<file path="src/rtl/err_rpt_pkg.sv">
package err_rpt_pkg;

    typedef enum logic [0:0] {
        RD_IDLE = 1'b0,
        RD_HOLD = 1'b1
    } rd_state_e;

endpackage

</file>
<file path="src/rtl/err_msg_store.sv">
module err_msg_store #(
    parameter int TYPE_W = 4,
    parameter int LOC_W  = 16,
    parameter int SYN_W  = 32,
    localparam int REC_W = TYPE_W + LOC_W + SYN_W
) (
    input  logic              clk,
    input  logic              rst_n,
    input  logic              msg_valid,
    input  logic [TYPE_W-1:0] msg_type,
    input  logic [LOC_W-1:0]  msg_loc,
    input  logic [SYN_W-1:0]  msg_syn,
    output logic [REC_W-1:0]  rec_q,
    output logic              ld_pulse
);

    // Record layout: type in the low bits, then position, then syndrome.
    always_ff @(posedge clk) begin
        if (!rst_n) begin
            rec_q    <= '0;
            ld_pulse <= 1'b0;
        end else begin
            ld_pulse <= msg_valid;
            if (msg_valid) begin
                rec_q <= {msg_syn, msg_loc, msg_type};
            end
        end
    end

endmodule

</file>
<file path="src/rtl/err_reader.sv">
module err_reader
    import err_rpt_pkg::*;
#(
    parameter int REC_W = 52,
    parameter int OUT_W = 1
) (
    input  logic             clk,
    input  logic             rst_n,
    input  logic             upd_we,
    input  logic [REC_W-1:0] rec_i,
    input  logic             cap_req,
    input  logic             shift_en,
    output logic [OUT_W-1:0] rd_q,
    output logic             new_o,
    output logic             hold_o
);

    rd_state_e        st_q, st_d;
    logic             cap_do;
    logic [REC_W-1:0] upd_q;
    logic [REC_W-1:0] sh_q;

    // State register.
    always_ff @(posedge clk) begin
        if (!rst_n) begin
            st_q <= RD_IDLE;
        end else begin
            st_q <= st_d;
        end
    end

    // Next state.
    always_comb begin
        st_d = st_q;
        unique case (st_q)
            RD_IDLE: if (cap_req && upd_we) st_d = RD_HOLD;
            RD_HOLD: if (!upd_we)           st_d = RD_IDLE;
            default:                        st_d = RD_IDLE;
        endcase
    end

    // Outputs of the machine.
    always_comb begin
        cap_do = 1'b0;
        hold_o = 1'b0;
        unique case (st_q)
            RD_IDLE: cap_do = cap_req && !upd_we;
            RD_HOLD: begin
                cap_do = !upd_we;
                hold_o = 1'b1;
            end
            default: cap_do = 1'b0;
        endcase
    end

    always_ff @(posedge clk) begin
        if (!rst_n) begin
            upd_q <= '0;
            sh_q  <= '0;
            new_o <= 1'b0;
        end else begin
            if (upd_we) begin
                upd_q <= rec_i;
            end
            if (cap_do) begin
                sh_q <= upd_q;
            end else if (shift_en) begin
                sh_q <= {1'b0, sh_q[REC_W-1:1]};
            end
            if (upd_we) begin
                new_o <= 1'b1;
            end else if (cap_do) begin
                new_o <= 1'b0;
            end
        end
    end

    generate
        if (OUT_W == 1) begin : g_serial
            assign rd_q = sh_q[0];
        end else begin : g_parallel
            assign rd_q = sh_q;
        end
    endgenerate

endmodule

</file>
<file path="src/rtl/err_report_readout.sv">
module err_report_readout #(
    parameter int TYPE_W = 4,
    parameter int LOC_W  = 16,
    parameter int SYN_W  = 32,
    localparam int REC_W = TYPE_W + LOC_W + SYN_W
) (
    input  logic              clk,
    input  logic              rst_n,
    input  logic              msg_valid,
    input  logic [TYPE_W-1:0] msg_type,
    input  logic [LOC_W-1:0]  msg_loc,
    input  logic [SYN_W-1:0]  msg_syn,
    input  logic              dbg_capture,
    input  logic              dbg_shift,
    output logic              dbg_tdo,
    output logic              dbg_new,
    input  logic              usr_capture,
    input  logic              usr_shift,
    output logic [REC_W-1:0]  usr_data,
    output logic              usr_sdo,
    output logic              usr_new
);

    logic [REC_W-1:0] rec_q;
    logic             ld_pulse;
    logic             dbg_hold;
    logic             usr_hold;

    err_msg_store #(
        .TYPE_W(TYPE_W), .LOC_W(LOC_W), .SYN_W(SYN_W)
    ) u_store (
        .clk(clk), .rst_n(rst_n), .msg_valid(msg_valid),
        .msg_type(msg_type), .msg_loc(msg_loc), .msg_syn(msg_syn),
        .rec_q(rec_q), .ld_pulse(ld_pulse)
    );

    err_reader #(.REC_W(REC_W), .OUT_W(1)) u_dbg (
        .clk(clk), .rst_n(rst_n), .upd_we(ld_pulse), .rec_i(rec_q),
        .cap_req(dbg_capture), .shift_en(dbg_shift),
        .rd_q(dbg_tdo), .new_o(dbg_new), .hold_o(dbg_hold)
    );

    err_reader #(.REC_W(REC_W), .OUT_W(REC_W)) u_usr (
        .clk(clk), .rst_n(rst_n), .upd_we(ld_pulse), .rec_i(rec_q),
        .cap_req(usr_capture), .shift_en(usr_shift),
        .rd_q(usr_data), .new_o(usr_new), .hold_o(usr_hold)
    );

    assign usr_sdo = usr_data[0];

endmodule

</file>
<file path="config.mk">
export PLATFORM = sky130hd
export DESIGN_NAME = err_report_readout
export DESIGN_NICKNAME = d
export VERILOG_FILES = /design/src/rtl/err_rpt_pkg.sv /design/src/rtl/err_msg_store.sv /design/src/rtl/err_reader.sv /design/src/rtl/err_report_readout.sv
export SDC_FILE = /design/constraint.sdc
export NUM_CORES = 1
export LEC_CHECK = 0
export BUFFER_PORTS_ARGS = -buffer_cell sky130_fd_sc_hd__buf_4
export CAP_MARGIN = 10
export CORE_AREA = 4 4 183 185
export CTS_CLUSTER_SIZE = 8
export DETAILED_ROUTE_END_ITERATION = 6
export DIE_AREA = 0 0 187 189
export HOLD_SLACK_MARGIN = 0.1
export PLACE_DENSITY = 0.43
export RECOVER_POWER = 25
export SLEW_MARGIN = 20
export SYNTH_ARGS = -nofsm -noshare
export SYNTH_HDL_FRONTEND = slang
export SYNTH_SLANG_ARGS = --single-unit
</file>
<file path="constraint.sdc">
create_clock -name clk -period 1.5 [get_ports clk]
set_input_delay 0.075 -clock clk [delete_from_list [all_inputs] [get_ports clk]]
set_output_delay 0.075 -clock clk [all_outputs]
set_load 0.03 [all_outputs]
</file>
==> metrics.cfg <==
[final_layout]
register_area_um2=4270
nNetsFinal=986
drive_above_1_share_pct=24.9
multiInputGateArea_um2=4020
area_delta_synth_final_pct=30.3
diodes=0
fillerInstances=3215

[clock_network]
path_clk_slew_ns=0.05
cts_root_buffer=clkbuf_16
cts-hold-fix-buffers=64
ctsResizeCount=0
cts_max_level=1
numClockSinks=213
cts_buffers=30
cts_tree=yes
clk_path_buf_depth=3
post_cts_buffers=0
clkLatencyLatePin_ns=0.53

[synthesis]
ys_seq_area_share_pct=48.5
ys_ff_latch=213
synth_fp_nets=826
netlist_area_um2=8790
ys_warn_count=0
synth_top_area_share_pct=48.5
synth_top_area_cell=dfxtp_1
synth_area_leaders=dfxtp_1 49%, mux2i_1 24%, a221oi_2 10%
synthCells=767
ys_types=17
synth.avg_cell_area_um2=11.5

[die]
die_h_um=189
die_width_um=187
rows=66
ios=115
core_um2=32000
fp.dieArea_um2=35300
start_util_pct=27.4

[critical_path]
crit_path_max_fanout=45
start_kind=primary input
cp-end-kind=register
cp.arrival_ns=1.73
path_class=primary input to register
required_ns=1.89

[power]
peakVddDrop_mv=0.869
p_leak_nw=4.72
power_density_nw_per_um2=1230
finalPower_mw=14.1

[run]
cap_violations=0

[placement]
dp.final_hpwl_um=14000
pre_cts_ws_ns=0.203
place.gp.congestion=0.685
io_buffers=114

[grt]
grt_pass1_wl_um=36700
antenna_found_initial=0
track_usage_pct=12.5
grt_pass1_vias=6454
grt_overflow=0
grt_max_degree=54

[routing]
wire_per_inst_um=16.8
ant_nets=0
initialDrtViolationCount=220
via_per_inst=4.66
wl_um=22400
routed-via-count=6224
drc=0
first_pass_iters=4

[sta]
max_slew.worst_pin.slew_ns=0.535
fin_crit_ns=1.33
period_share_pct=88.9
finClkSkew_ns=0.00719
final.setup.worst_slack_ns=0.166
tns_ns=0
rsz0062_at_grt=false
hold_viol=0
timing.slew.headroom_pct=64.3
drv_slew=0
setup_viol=0
max_freq_mhz=750

[min_path]
worstHoldPathType=primary input to register

[status]
status=complete, no violations

critical path, stage by stage:
cell	delay, ns
dlygate4sd3_1	0.53
buf_4	0.19
inv_8	0.26
buf_2	0.52
nor2_1	0.11
state kept, by name (all words and copies together), names as in the netlist:
name / flops
u_dbg.st_q: 1
u_dbg.sh_q: 52
u_dbg.new_o: 1
u_dbg.upd_q: 52
u_usr.st_q: 1
u_usr.rd_q: 52
u_usr.new_o: 1
u_store.ld_pulse: 1
u_store.rec_q: 52
cells by family (layout without fill, tap and decap cells):
logic type	after synthesis	count (layout)	synth area share [%]
AND/OR/NAND/NOR	163	163	7.19
buffers and inverters	77	238	5.61
AO/OA/AOI/OAI	106	106	15.0
multiplexers	208	208	23.7
flip-flops	213	213	48.5
final cells by class:
cell class	instances	area share, %
well taps	408	4.46
clock buffers	32	6.81
flip-flops and latches	213	37.3
multi-input cells	477	35.1
inverters	1	0.0983
clock inverters	1	0.0437
repair buffers	204	16.2
synthesized netlist by cell type:
cell,instances
mux2i_1,208
a221oi_2,59
inv_2,1
buf_4,18
or2_1,2
nand2_1,1
o211a_1,2
dfxtp_1,213
nor2_1,155
nand3b_1,2
a221oi_1,43
buf_2,37
and2_1,1
buf_6,12
o21bai_4,2
clkbuf_1,9
and3_1,2
metrics by stage:
stage               cells  util (%)  cell area, um^2  hold WS [ns]
global route         1336      35.7            11500         0.146
global placement     1239      31.5            10100         0.308
detailed placement   1239      31.5            10100         0.317
finish               1336      35.7            11500         0.149
floorplan             767         -             8790         0.222
CTS                  1336      36.0            11500         0.113
where the power goes:
part	switching, mW	total [mW]	leakage [nW]	internal [mW]
clock	2.31	5.89	0.387	3.58
combinational	1.04	1.93	2.59	0.894
sequential	0.238	6.24	1.75	6.00
total	3.59	14.1	4.72	10.5
routing by layer:
layer	global-route usage [%]	share of wire, %	vias to the layer above
li1	-	-	3126
met1	17.7	50	2954
met2	19.4	44	110
met3	2.40	3.8	34
met4	3.47	2.0	0
met5	0	0	-
path summary, 6_finish.rpt:
kind	depth (start not counted)	slack [ns]	startpoint	end
worst max-delay path	5	0.17	rst_n	u_dbg.upd_q[18]
worst min-delay path	4	0.15	msg_valid	u_store.rec_q[33]
worst max register to register	3	0.21	u_store.ld_pulse	u_usr.rd_q[11]
worst min register to register	2	0.49	u_dbg.sh_q[51]	u_dbg.sh_q[51]
layout by cell type (no fill, tap or decap), drive strengths merged:
cell         instances
dfxtp              213
mux2i              208
nor2               155
buf                133
a221oi             102
dlygate4sd3         64
clkbuf              39
o21bai               2
nand3b               2
and3                 2
o211a                2
or2                  2
inv                  1
nand2                1
and2                 1
clkinv               1
Note: power is estimated with default switching activity, not from simulation.
